`config.mk`:
```
export PLATFORM = sky130hd
export DESIGN_NAME = ksm_split_mult
export DESIGN_NICKNAME = d
export VERILOG_FILES = /design/src/rtl/ksm_pkg.sv /design/src/rtl/ksm_half_mult.sv /design/src/rtl/ksm_cross_term.sv /design/src/rtl/ksm_recombine.sv /design/src/rtl/ksm_split_mult.sv
export SDC_FILE = /design/constraint.sdc
export NUM_CORES = 1
export LEC_CHECK = 0
export BUFFER_PORTS_ARGS = -buffer_cell sky130_fd_sc_hd__buf_2
export CAP_MARGIN = 10
export CORE_ASPECT_RATIO = 0.75
export CORE_UTILIZATION = 55
export CTS_CLUSTER_DIAMETER = 60
export CTS_CLUSTER_SIZE = 16
export DETAILED_ROUTE_END_ITERATION = 6
export GPL_TIMING_DRIVEN = 0
export HOLD_SLACK_MARGIN = 0.06
export PLACE_DENSITY = 0.76
export SLEW_MARGIN = 20
export SYNTH_ARGS = -nofsm -noshare
export SYNTH_HDL_FRONTEND = slang
export SYNTH_HIERARCHICAL = 1
export SYNTH_SLANG_ARGS = --single-unit
export TNS_END_PERCENT = 1
```
`constraint.sdc`:
```
create_clock -name clk -period 14.17 [get_ports clk]
set_clock_uncertainty 0.1 [all_clocks]
set_input_delay 2.834 -clock clk [delete_from_list [all_inputs] [get_ports clk]]
set_output_delay 2.834 -clock clk [all_outputs]
set_load 0.1 [all_outputs]
```
`src/rtl/ksm_pkg.sv`:
```
// Package: shared width helpers for the split-operand multiplier.
// Assumes operand widths are even so that both halves are equal.
package ksm_pkg;
    localparam int KSM_DEF_OP_W = 8;

    // Width of a product of two half operands.
    function automatic int ksm_half_prod_w(input int op_w);
        return op_w;
    endfunction

    // Width of the middle term: one bit more than a half product.
    function automatic int ksm_mid_w(input int op_w);
        return op_w + 1;
    endfunction
endpackage

```
`src/rtl/ksm_half_mult.sv`:
```
// Module: unsigned W x W multiplier built from shifted partial rows.
// Assumes unsigned inputs; purely combinational.
module ksm_half_mult #(
    parameter int W = 4
) (
    input  logic [W-1:0]   a,
    input  logic [W-1:0]   b,
    output logic [2*W-1:0] p
);
    localparam int PW = 2 * W;

    logic [PW-1:0] rows [W];

    // One partial row per bit of b.
    for (genvar i = 0; i < W; i++) begin : g_row
        assign rows[i] = b[i] ? (PW'(a) << i) : '0;
    end

    // Add the partial rows.
    always_comb begin
        p = '0;
        for (int k = 0; k < W; k++) begin
            p = p + rows[k];
        end
    end

    // The sum of the rows must equal the arithmetic product.
    always_comb begin
        a_r3_half_exact: assert (p == PW'(PW'(a) * PW'(b)));
    end
endmodule

```
`src/rtl/ksm_cross_term.sv`:
```
// Module: forms the middle term as the sum of the two mixed products.
// Assumes both inputs are half products of width PW; the output is PW+1 bits.
module ksm_cross_term #(
    parameter int PW = 8
) (
    input  logic [PW-1:0] hi_lo,
    input  logic [PW-1:0] lo_hi,
    output logic [PW:0]   mid
);
    // Add the two mixed products with room for the carry.
    always_comb begin
        mid = {1'b0, hi_lo} + {1'b0, lo_hi};
    end

    // The widened sum must never wrap below either addend.
    always_comb begin
        a_r4_no_overflow: assert (mid >= {1'b0, hi_lo} && mid >= {1'b0, lo_hi});
    end
endmodule

```
`src/rtl/ksm_recombine.sv`:
```
// Module: places the high, middle and low terms at their offsets and adds them.
// Assumes HW is the half-operand width; the high term is weighted 2^(2*HW).
module ksm_recombine #(
    parameter int HW = 4
) (
    input  logic [2*HW-1:0] hi_term,
    input  logic [2*HW:0]   mid_term,
    input  logic [2*HW-1:0] lo_term,
    output logic [4*HW-1:0] sum
);
    localparam int SW = 4 * HW;

    logic [SW-1:0] hi_sh;
    logic [SW-1:0] mid_sh;
    logic [SW-1:0] lo_ext;

    // Shift the terms into their positions.
    always_comb begin
        hi_sh  = SW'(hi_term) << (2 * HW);
        mid_sh = SW'(mid_term) << HW;
        lo_ext = SW'(lo_term);
    end

    // Final three-input add.
    always_comb begin
        sum = hi_sh + mid_sh + lo_ext;
    end
endmodule

```
`src/rtl/ksm_split_mult.sv`:
```
// Module: top of the split-operand multiplier with one output register.
// Assumes OP_W is even; reset is synchronous and active low.
module ksm_split_mult
    import ksm_pkg::*;
#(
    parameter int OP_W = KSM_DEF_OP_W
) (
    input  logic              clk,
    input  logic              rst_n,
    input  logic              valid_in,
    input  logic [OP_W-1:0]   op_a,
    input  logic [OP_W-1:0]   op_b,
    output logic              valid_out,
    output logic [2*OP_W-1:0] product
);
    localparam int HW   = OP_W / 2;
    localparam int HPW  = ksm_half_prod_w(OP_W);
    localparam int MIDW = ksm_mid_w(OP_W);
    localparam int PRW  = 2 * OP_W;

    logic [HW-1:0]   a_half [2];
    logic [HW-1:0]   b_half [2];
    logic [HPW-1:0]  hp     [4];
    logic [MIDW-1:0] mid;
    logic [PRW-1:0]  comb_prod;

    assign a_half[0] = op_a[HW-1:0];
    assign a_half[1] = op_a[OP_W-1:HW];
    assign b_half[0] = op_b[HW-1:0];
    assign b_half[1] = op_b[OP_W-1:HW];

    // Four half products: index bit 1 picks the half of a, bit 0 the half of b.
    for (genvar g = 0; g < 4; g++) begin : g_hp
        ksm_half_mult #(.W(HW)) u_hm (
            .a (a_half[g / 2]),
            .b (b_half[g % 2]),
            .p (hp[g])
        );
    end

    ksm_cross_term #(.PW(HPW)) u_mid (
        .hi_lo (hp[2]),
        .lo_hi (hp[1]),
        .mid   (mid)
    );

    ksm_recombine #(.HW(HW)) u_rc (
        .hi_term  (hp[3]),
        .mid_term (mid),
        .lo_term  (hp[0]),
        .sum      (comb_prod)
    );

    // Output register: capture on valid, hold otherwise.
    always_ff @(posedge clk) begin
        if (!rst_n) begin
            valid_out <= 1'b0;
            product   <= '0;
        end else begin
            valid_out <= valid_in;
            if (valid_in) begin
                product <= comb_prod;
            end
        end
    end

    // reset clears the outputs.
    a_r1_reset_clear: assert property (@(posedge clk)
        !rst_n |=> (!valid_out && product == '0));

    // strobe delayed by one clock.
    a_r2_valid_follows: assert property (@(posedge clk) disable iff (!rst_n)
        1'b1 |=> (valid_out == $past(valid_in)));

    // captured result equals the arithmetic product.
    a_r3_product_exact: assert property (@(posedge clk) disable iff (!rst_n)
        valid_in |=> (product == PRW'(PRW'($past(op_a)) * PRW'($past(op_b)))));

    // no capture while the strobe is low.
    a_r5_hold_idle: assert property (@(posedge clk) disable iff (!rst_n)
        !valid_in |=> $stable(product));
endmodule

```
==> results_dict.tcl <==
set metrics [dict create \
    status "completed" \
    worstSetupEndpointType "register" \
    synth_top_area_share_pct 19.2 \
    area_delta_synth_final_pct 9.72 \
    max_slew_margin_pct 67.4 \
    hold_viol 0 \
    antenna_found_initial 0 \
    hold_ws_ps 409 \
    regArea_um2 340 \
    layout_commonest_cell "inv_1" \
    post_cts_buffers 0 \
    max_freq_ghz 0.127 \
    holdBufCountCts 0 \
    viasPerCell 5.26 \
    layoutNonFillerInstCount 500 \
    syn_nets 477 \
    grt_pass1_wl_um 11000 \
    cts_max_level 1 \
    maxCapViolCount 0 \
    hpwl_um 5560 \
    rsz0062_at_grt "no" \
    row_count 23 \
    finalSetupViolCount 0 \
    start_util_pct 58.4 \
    multi_input_area_mm2 0.00258 \
    cts_buffers 3 \
    p_leak_nw 1.90 \
    dpl.cell_count 496 \
    synth_edf_count 0 \
    ant_nets 0 \
    cp_max_fo 8 \
    drt-pass1-iter-count 4 \
    drt-wirelength-per-cell_um 13.0 \
    port_buffers 34 \
    pin_count 36 \
    drc 0 \
    diodes 0 \
    required_ps 14260 \
    grt_overflow 0 \
    chipHeight_um 68.0 \
    period_needed_ps 7860 \
    grt_max_degree 11 \
    ys_warn_count 6 \
    vdd_drop_max_uv 78.7 \
    yosys_register_bits 17 \
    hp-class "reg -> reg" \
    cts_sinks 17 \
    ys_types 40 \
    cp-start-kind "primary input" \
    ys_async_sr_fraction_pct 0 \
    routabilityCongestion 0.821 \
    clk_latency_ps 250 \
    core-area_mm2 0.00547 \
    postSynthAreaPerCell_um2 8.25 \
    vias 2630 \
    worstPathArrival_ps 7950 \
    worst-setup-path-type "in -> reg" \
    fp.dieArea_mm2 0.00612 \
    power_mw 0.534 \
    clockBufferDepth 2 \
    power_density_mw_per_mm2 152 \
    wirelength_um 6520 \
    layout-drive-gt1-share_pct 13.6 \
    cts_resized 0 \
    fin_crit_sh_pct 55.5 \
    synth_top_cells_by_area "ha_1 (19%), fa_1 (14%), dfxtp_1 (11%)" \
    synth_area_mm2 0.00319 \
    track_usage_pct 22.7 \
    yosysTopAreaCell "ha_1" \
    die_w_um 90.0 \
    clk_pin_slew_ps 60 \
    finalSetupTns_ps 0 \
    ys_seq_area_share_pct 10.7 \
    cts_root_buffer "clkbuf_8" \
    grt_pass1_vias 2438 \
    tightest_slew_ps 493 \
    final_cell_mix "inv_1 (55), ha_1 (49), nand2_1 (44)" \
    fillCellCount 485 \
    drt_iter0_markers 86 \
    layout.nets 516 \
    syn_inst 387 \
    drv_slew 0 \
    cts_tree "built" \
    ys.flop_type "dfxtp_1" \
]
==> state kept, by name (all words and copies together) (netlist names) <==
| register | count |
|---|---|
| product | 16 |
| valid_out | 1 |
==> worst max-delay path, stage by stage <==
cell	delay, ps
buf_2	190
and2_1	160
ha_1	190
inv_1	60
fa_1	390
xor2_1	190
fa_1	430
inv_1	60
ha_1	160
inv_1	50
fa_1	470
inv_1	40
ha_1	370
a21o_1	220
a21o_1	180
nor2_1	170
o21ai_0	170
ha_1	370
a21o_1	250
or3_1	350
o211ai_1	190
xnor2_1	200
mux2i_1	120
nor2b_1	110
==> final timing paths <==
kind / from / end / slack, ps / depth (start not counted)
min: product[15] / product[15] / 410 / 2
max reg2reg: product[7] / product[7] / 13450 / 2
max: op_a[5] / product[15] / 6310 / 24
min reg2reg: product[15] / product[15] / 410 / 2
==> cells in the mapped netlist (9+ instances only) <==
library cell	count
mux2i_1	17
nor2b_1	26
o21ai_0	9
a21o_1	11
nand2_1	44
xnor2_1	19
inv_1	55
a21oi_1	11
dfxtp_1	17
fa_1	22
and2_1	28
ha_1	49
==> layout make-up <==
| cell class | instances | area share [%] |
|---|---|---|
| timing repair buffer | 34 | 4.86 |
| tap | 75 | 2.68 |
| sequential | 17 | 9.72 |
| clock inverter | 1 | 0.143 |
| inverter | 56 | 6.00 |
| clock buffer | 3 | 1.18 |
| multi-input combinational | 307 | 73.6 |
| buffer | 7 | 1.86 |
==> routing by layer <==
metal / routed length (µm) / vias to the layer above / part of all wire, % / track usage [%]
li1: - / 1359 / - / -
met1: 3330 / 1234 / 51 / 30.2
met2: 3000 / 31 / 46 / 40.9
met3: 137 / 6 / 2.1 / 3.33
met4: 47 / 0 / 0.72 / 2.82
met5: 0 / - / 0 / 0
==> metrics by stage <==
stage / cell area [µm²] / setup slack [ps] / utilization [%]
after floorplan: 3190 / 6760 / -
after global placement: 3460 / 6070 / 63.2
after detailed placement: 3460 / 6070 / 63.2
after CTS: 3500 / 6320 / 64.1
after global routing: 3500 / 5910 / 64.1
final: 3500 / 6310 / 64.1
==> kinds of logic after synthesis <==
family | share of synthesized area [%]
AO/OA/AOI/OAI | 14.1
XOR/XNOR | 7.41
adder cells (fa/ha/maj) | 33.0
buffers and inverters | 8.62
flip-flops | 10.7
multiplexers | 5.33
AND/OR/NAND/NOR | 20.9
==> power by group <==
group          switching [mW]  internal [mW]
combinational           0.278          0.153
clock                  0.0164         0.0195
sequential            0.00545         0.0605
total                   0.300          0.233
Note: power is estimated with default switching activity, not from simulation.
